### src/rtl/odac_pkg.sv
// Shared constants and helpers for the octal converter front end.
// Assumes one device-address bit per frame.
package odac_pkg;
    localparam int unsigned ADDR_BITS = 1;

    // Total frame length for a given code width and select width.
    function automatic int unsigned frame_len(input int unsigned dw, input int unsigned sw);
        return dw + ADDR_BITS + sw;
    endfunction
endpackage

### src/rtl/odac_sync.sv
// Two-flop synchronizer for a bundle of independent asynchronous levels.
// Assumes each bit is a slow level or edge. Bits are not treated as a coherent word.
module odac_sync #(
    parameter int unsigned   W       = 1,
    parameter logic [W-1:0]  RST_VAL = '0
) (
    input  logic         clk,
    input  logic         rst_n,
    input  logic [W-1:0] d,
    output logic [W-1:0] q
);
    logic [W-1:0] meta;

    // Two register stages that reset to the idle level of each input.
    always_ff @(posedge clk) begin
        if (!rst_n) begin
            meta <= RST_VAL;
            q    <= RST_VAL;
        end else begin
            meta <= d;
            q    <= meta;
        end
    end
endmodule

### src/rtl/odac_serial_rx.sv
// Framed serial receiver: detects serial-clock falls, shifts data while the frame
// is low, and issues one write pulse on the last bit of a frame.
// Assumes synchronized inputs and a serial clock several system clocks per phase.
module odac_serial_rx #(
    parameter int unsigned FRAME_W = 16,
    localparam int unsigned CNT_W  = $clog2(FRAME_W + 1)
) (
    input  logic               clk,
    input  logic               rst_n,
    input  logic               sclk_s,
    input  logic               frm_s,
    input  logic               din_s,
    output logic               fall,
    output logic [CNT_W-1:0]   bit_cnt,
    output logic [FRAME_W-1:0] shreg,
    output logic               wr_en,
    output logic [FRAME_W-1:0] wr_word
);
    logic sclk_q;
    logic last_bit;

    assign fall     = sclk_q & ~sclk_s;
    assign last_bit = fall && !frm_s && (bit_cnt == CNT_W'(FRAME_W - 1));

    // Previous serial-clock level for edge detection.
    always_ff @(posedge clk) begin
        if (!rst_n) sclk_q <= 1'b1;
        else        sclk_q <= sclk_s;
    end

    // Shift register and saturating bit counter, cleared by a high frame.
    always_ff @(posedge clk) begin
        if (!rst_n) begin
            shreg   <= '0;
            bit_cnt <= '0;
        end else if (frm_s) begin
            bit_cnt <= '0;
        end else if (fall) begin
            shreg <= {shreg[FRAME_W-2:0], din_s};
            if (bit_cnt != CNT_W'(FRAME_W)) bit_cnt <= bit_cnt + 1'b1;
        end
    end

    // Capture the completed word and pulse the write request once.
    always_ff @(posedge clk) begin
        if (!rst_n) begin
            wr_en   <= 1'b0;
            wr_word <= '0;
        end else begin
            wr_en <= last_bit;
            if (last_bit) wr_word <= {shreg[FRAME_W-2:0], din_s};
        end
    end
endmodule

### src/rtl/odac_latch_bank.sv
// Double-buffered latch bank: per-channel input latches written by address,
// and output latches loaded together or cleared together.
// Assumes active-low synchronized strobes. Clear outranks load.
module odac_latch_bank #(
    parameter int unsigned NUM_CH = 8,
    parameter int unsigned DATA_W = 12,
    localparam int unsigned SEL_W = $clog2(NUM_CH)
) (
    input  logic                     clk,
    input  logic                     rst_n,
    input  logic                     wr_en,
    input  logic                     addr_ok,
    input  logic [SEL_W-1:0]         wr_sel,
    input  logic [DATA_W-1:0]        wr_data,
    input  logic                     ld_s,
    input  logic                     clr_s,
    output logic [NUM_CH*DATA_W-1:0] in_flat,
    output logic [NUM_CH*DATA_W-1:0] out_flat
);
    for (genvar c = 0; c < NUM_CH; c++) begin : g_ch
        // Input latch c takes the code when a matching write selects it.
        always_ff @(posedge clk) begin
            if (!rst_n)
                in_flat[c*DATA_W +: DATA_W] <= '0;
            else if (wr_en && addr_ok && (wr_sel == SEL_W'(c)))
                in_flat[c*DATA_W +: DATA_W] <= wr_data;
        end

        // Output latch c: clear first, then level-sensitive load.
        always_ff @(posedge clk) begin
            if (!rst_n)
                out_flat[c*DATA_W +: DATA_W] <= '0;
            else if (!clr_s)
                out_flat[c*DATA_W +: DATA_W] <= '0;
            else if (!ld_s)
                out_flat[c*DATA_W +: DATA_W] <= in_flat[c*DATA_W +: DATA_W];
        end
    end
endmodule

### src/rtl/odac_front.sv
// Top of the octal converter register interface. It synchronizes the pins,
// receives framed serial words, checks the address bit and drives the latch bank.
// Assumes NUM_CH is a power of two and dev_addr is static.
module odac_front #(
    parameter int unsigned NUM_CH = 8,
    parameter int unsigned DATA_W = 12,
    localparam int unsigned SEL_W   = $clog2(NUM_CH),
    localparam int unsigned FRAME_W = odac_pkg::frame_len(DATA_W, SEL_W),
    localparam int unsigned CNT_W   = $clog2(FRAME_W + 1)
) (
    input  logic                     clk,
    input  logic                     rst_n,
    input  logic                     ser_clk,
    input  logic                     frame_n,
    input  logic                     ser_din,
    input  logic                     dev_addr,
    input  logic                     load_n,
    input  logic                     clear_n,
    output logic                     ser_dout,
    output logic [NUM_CH*DATA_W-1:0] ch_out
);
    logic [4:0]               sync_q;
    logic                     sclk_s, frm_s, din_s, ld_s, clr_s;
    logic                     fall;
    logic [CNT_W-1:0]         bit_cnt;
    logic [FRAME_W-1:0]       shreg;
    logic                     wr_en;
    logic [FRAME_W-1:0]       wr_word;
    logic                     addr_ok;
    logic [NUM_CH*DATA_W-1:0] in_flat;

    odac_sync #(.W(5), .RST_VAL(5'b11011)) u_sync (
        .clk   (clk),
        .rst_n (rst_n),
        .d     ({ser_clk, frame_n, ser_din, load_n, clear_n}),
        .q     (sync_q)
    );
    assign {sclk_s, frm_s, din_s, ld_s, clr_s} = sync_q;

    odac_serial_rx #(.FRAME_W(FRAME_W)) u_rx (
        .clk     (clk),
        .rst_n   (rst_n),
        .sclk_s  (sclk_s),
        .frm_s   (frm_s),
        .din_s   (din_s),
        .fall    (fall),
        .bit_cnt (bit_cnt),
        .shreg   (shreg),
        .wr_en   (wr_en),
        .wr_word (wr_word)
    );

    assign addr_ok  = (wr_word[SEL_W] == dev_addr);
    assign ser_dout = shreg[FRAME_W-1];

    odac_latch_bank #(.NUM_CH(NUM_CH), .DATA_W(DATA_W)) u_bank (
        .clk      (clk),
        .rst_n    (rst_n),
        .wr_en    (wr_en),
        .addr_ok  (addr_ok),
        .wr_sel   (wr_word[SEL_W-1:0]),
        .wr_data  (wr_word[FRAME_W-1 -: DATA_W]),
        .ld_s     (ld_s),
        .clr_s    (clr_s),
        .in_flat  (in_flat),
        .out_flat (ch_out)
    );
endmodule

### config.mk
export PLATFORM = sky130hd
export DESIGN_NAME = odac_front
export DESIGN_NICKNAME = d
export VERILOG_FILES = /design/src/rtl/odac_pkg.sv /design/src/rtl/odac_sync.sv /design/src/rtl/odac_serial_rx.sv /design/src/rtl/odac_latch_bank.sv /design/src/rtl/odac_front.sv
export SDC_FILE = /design/constraint.sdc
export NUM_CORES = 1
export LEC_CHECK = 0
export ABC_AREA = 1
export BUFFER_PORTS_ARGS = -buffer_cell sky130_fd_sc_hd__buf_2
export CAP_MARGIN = 40
export CORE_ASPECT_RATIO = 0.7
export CORE_MARGIN = 2
export CORE_UTILIZATION = 62
export CTS_BUF_LIST = sky130_fd_sc_hd__clkbuf_16
export DETAILED_ROUTE_END_ITERATION = 8
export PLACE_DENSITY = 0.81
export SKIP_CTS_REPAIR_TIMING = 1
export SYNTH_ARGS = -nofsm -noshare
export SYNTH_HDL_FRONTEND = slang
export SYNTH_SLANG_ARGS = --single-unit
export TNS_END_PERCENT = 30
### constraint.sdc
create_clock -name clk -period 3.3 [get_ports clk]
set_input_delay 0.165 -clock clk [delete_from_list [all_inputs] [get_ports clk]]
set_output_delay 0.165 -clock clk [all_outputs]
set_load 0.05 [all_outputs]
==> metrics.cfg <==
[drt]
routedWlPerCell_um = 13.9
drt_pass1_iterations = 4
ant_nets = 0
via_per_inst = 5.31
num_vias = 7714
wl_mm = 20.1
drcViolationCount = 0
drt_iter0_markers = 602

[setup_path]
crit_top_cell = nor2_1
max_stage_delay_ns = 0.74
path_cells = nand2_1, nor2_1, inv_2, nor2_4, nor2_1, nor2_1
rr_endpoint = u_bank.in_flat[42]$_SDFFE_PN0P_
worstSetupPathType = register to register
r2r_start = u_rx.wr_word[0]$_SDFFE_PN0P_
crit_family = simple AND/OR/NAND/NOR gates
cp.required_ns = 3.74
arrival_ns = 2.42
worstSetupEndpointType = register
critPathMaxFanout = 13
reg2regPathDepth = 6
path_buf_inv = 1
r2r_setup_slack_ns = 1.32
cp_slowest_cell = nor2_1
startpoint_type = register

[layout]
final_util_pct = 73.1
layout.cells.non_filler = 1453
final_common_cell = nand2_1
nets = 1260
fill_cells = 1126
layout-drive-gt1-share_pct = 14.6
mostFrequentLayoutCells = nand2_1 (309), dfxtp_1 (240), nor2_1 (203)
stdcell_area_um2 = 10200
antennaDiodeCount = 0
area_growth_pct = 14.2

[clock_tree]
cts_buffers = 22
htreeDepth = 1
cts.clk_slew.worst_paths_ns = 0.06
clockBufferDepth = 3
worstSkewPairLatency_ns = 0.51
cts_tree = built
cts_root_buf = clkbuf_16
cts.sinks = 241

[pwr]
internal_power_w = 0.00445
p_seq_share_pct = 52.2
p_comb_share_pct = 2.7
switching_share_pct = 20.6
ir_drop_uv = 291
p_sw_w = 0.00115
clock_power_share_pct = 45.2
power_density_nw_per_um2 = 546
power.leakage_nw = 4.02

[global_routing]
grt_start_max_net_pins = 65
gr-total-overflow = 0
grt_pass1_wl_mm = 33.3
grt_pass1_vias = 7041
track_usage_pct = 26.0
antenna_found_initial = 0

[hold_path]
holdPathEnd = u_rx.sclk_q$_SDFF_PN1_
min_delay_path_depth = 2
hp-start = rst_n
hold_class = input pin to register

[yosys]
yosys_warnings = 0
netlist_area_um2 = 8970
syn_inst = 1184
synth_cell_type_count = 25
synth.avg_cell_area_um2 = 7.58
synth_area_leaders = dfxtp_1 (54%), nand2_1 (13%), nor2_1 (8.5%)
synth_sequential_area_ratio_pct = 53.8
synth_seq_cells = 241
syn_nets = 1195
synth_top_area_share_pct = 53.8
yosys.area.top_type = dfxtp_1

[place]
placed_area_um2 = 9480
gp_congestion = 0.806
port_buffers = 104
dp_cells = 1410
place_hpwl_mm = 12.5

[floorplanning]
start_util_pct = 64.1
core-area_um2 = 14000
die_y_um = 105
die_w_um = 148
num_rows = 36
ios = 105
dieArea_um2 = 15500

[timing]
post-route-min-period_ns = 1.98
max_freq_ghz = 0.505
maxSlewViolCount = 0
skew_ns = 0.0120
relSlewSlack_pct = 36.2
hold_slack_ns = -0.00457
setup_viol = 0
min_period_over_period_pct = 60.0
rsz0062_at_grt = no
worst_slew_pin_slew_ns = 0.953
hold_viol_final = 1
setup_tns_ns = 0

[status]
status = complete, but fails checks
violations = negative hold slack

[job]
drv_cap = 0

kinds of logic after synthesis:
logic type,Yosys count,share of synthesized area [%]
fa+ha+maj,3,0.418
compound gates,145,8.09
simple gates,662,31.1
buf+inv,133,6.68
flops,241,53.8
routing by layer:
metal | vias up | part of all wire [%] | track usage (%)
met3 | 39 | 6.4 | 4.37
met5 | - | 0 | 0
met1 | 3578 | 46 | 35.9
li1 | 3875 | - | -
met2 | 222 | 45 | 42.4
met4 | 0 | 2.2 | 7.28
area by class of cell:
cell class                      instances  area, um^2  area share, %
Timing Repair Buffer                  118         703           6.86
Sequential cell                       241        4830           47.1
Multi-Input combinational cell        810        3550           34.7
Inverter                               56         210           2.05
Clock inverter                         15         140           1.37
Tap cell                              190         238           2.32
Clock buffer                           23         576           5.62
worst max path at each step:
stage                                             from                          endpoint  slack [ns]  cells after the start
after detailed placement  u_rx.wr_word[3]$_SDFFE_PN0P_   u_bank.in_flat[62]$_SDFFE_PN0P_        1.40                      8
after global placement                           rst_n      u_rx.wr_word[6]$_SDFFE_PN0P_        1.42                      4
after floorplan           u_rx.bit_cnt[0]$_SDFFE_PP0P_     u_rx.wr_word[10]$_SDFFE_PN0P_        1.83                      9
after CTS                       u_sync.q[1]$_SDFF_PN1_  u_bank.out_flat[95]$_SDFFE_PN0N_        1.38                      4
final                     u_rx.wr_word[0]$_SDFFE_PN0P_   u_bank.in_flat[42]$_SDFFE_PN0P_        1.32                      6
after global routing      u_rx.bit_cnt[0]$_SDFFE_PP0P_      u_rx.wr_word[3]$_SDFFE_PN0P_        1.11                      8
registers in the layout, indices dropped and copies added (netlist names):
name / flops
u_bank.out_flat: 96
u_rx.shreg: 16
u_rx.bit_cnt: 5
u_rx.sclk_q: 1
u_rx.wr_en: 1
u_sync.q: 5
u_bank.in_flat: 96
u_rx.wr_word: 16
u_sync.meta: 5
power groups by stage:
| stage | Clock (W) | Combinational [W] | Sequential (W) |
|---|---|---|---|
| floorplan | 0 | 0.000110 | 0.00298 |
| global placement | 0 | 0.000136 | 0.00299 |
| detailed placement | 0 | 0.000146 | 0.00299 |
| CTS | 0.00256 | 0.000146 | 0.00292 |
| global route | 0.00268 | 0.000169 | 0.00292 |
| finish | 0.00253 | 0.000150 | 0.00292 |
through the flow:
stage | total power (W) | worst slack, ns
after global placement | 0.00312 | 1.42
final | 0.00560 | 1.32
after CTS | 0.00562 | 1.38
after global routing | 0.00577 | 1.11
after floorplan | 0.00309 | 1.83
after detailed placement | 0.00313 | 1.40
cells in the mapped netlist:
cell type	n
nand2_1	310
dfxtp_1	241
nor2_1	203
nand3_1	118
a21oi_1	117
inv_1	40
clkbuf_1	27
buf_2	20
o21ai_1	19
inv_2	16
buf_1	15
nor2_4	13
buf_4	9
o21ai_0	9
or2_2	8
buf_6	5
ha_1	3
nor3_1	3
nor2_2	2
clkbuf_4	1
nand2_2	1
nand3_2	1
nand3_4	1
nand3b_1	1
nand4_1	1
Power figures use the tool's default switching activity.
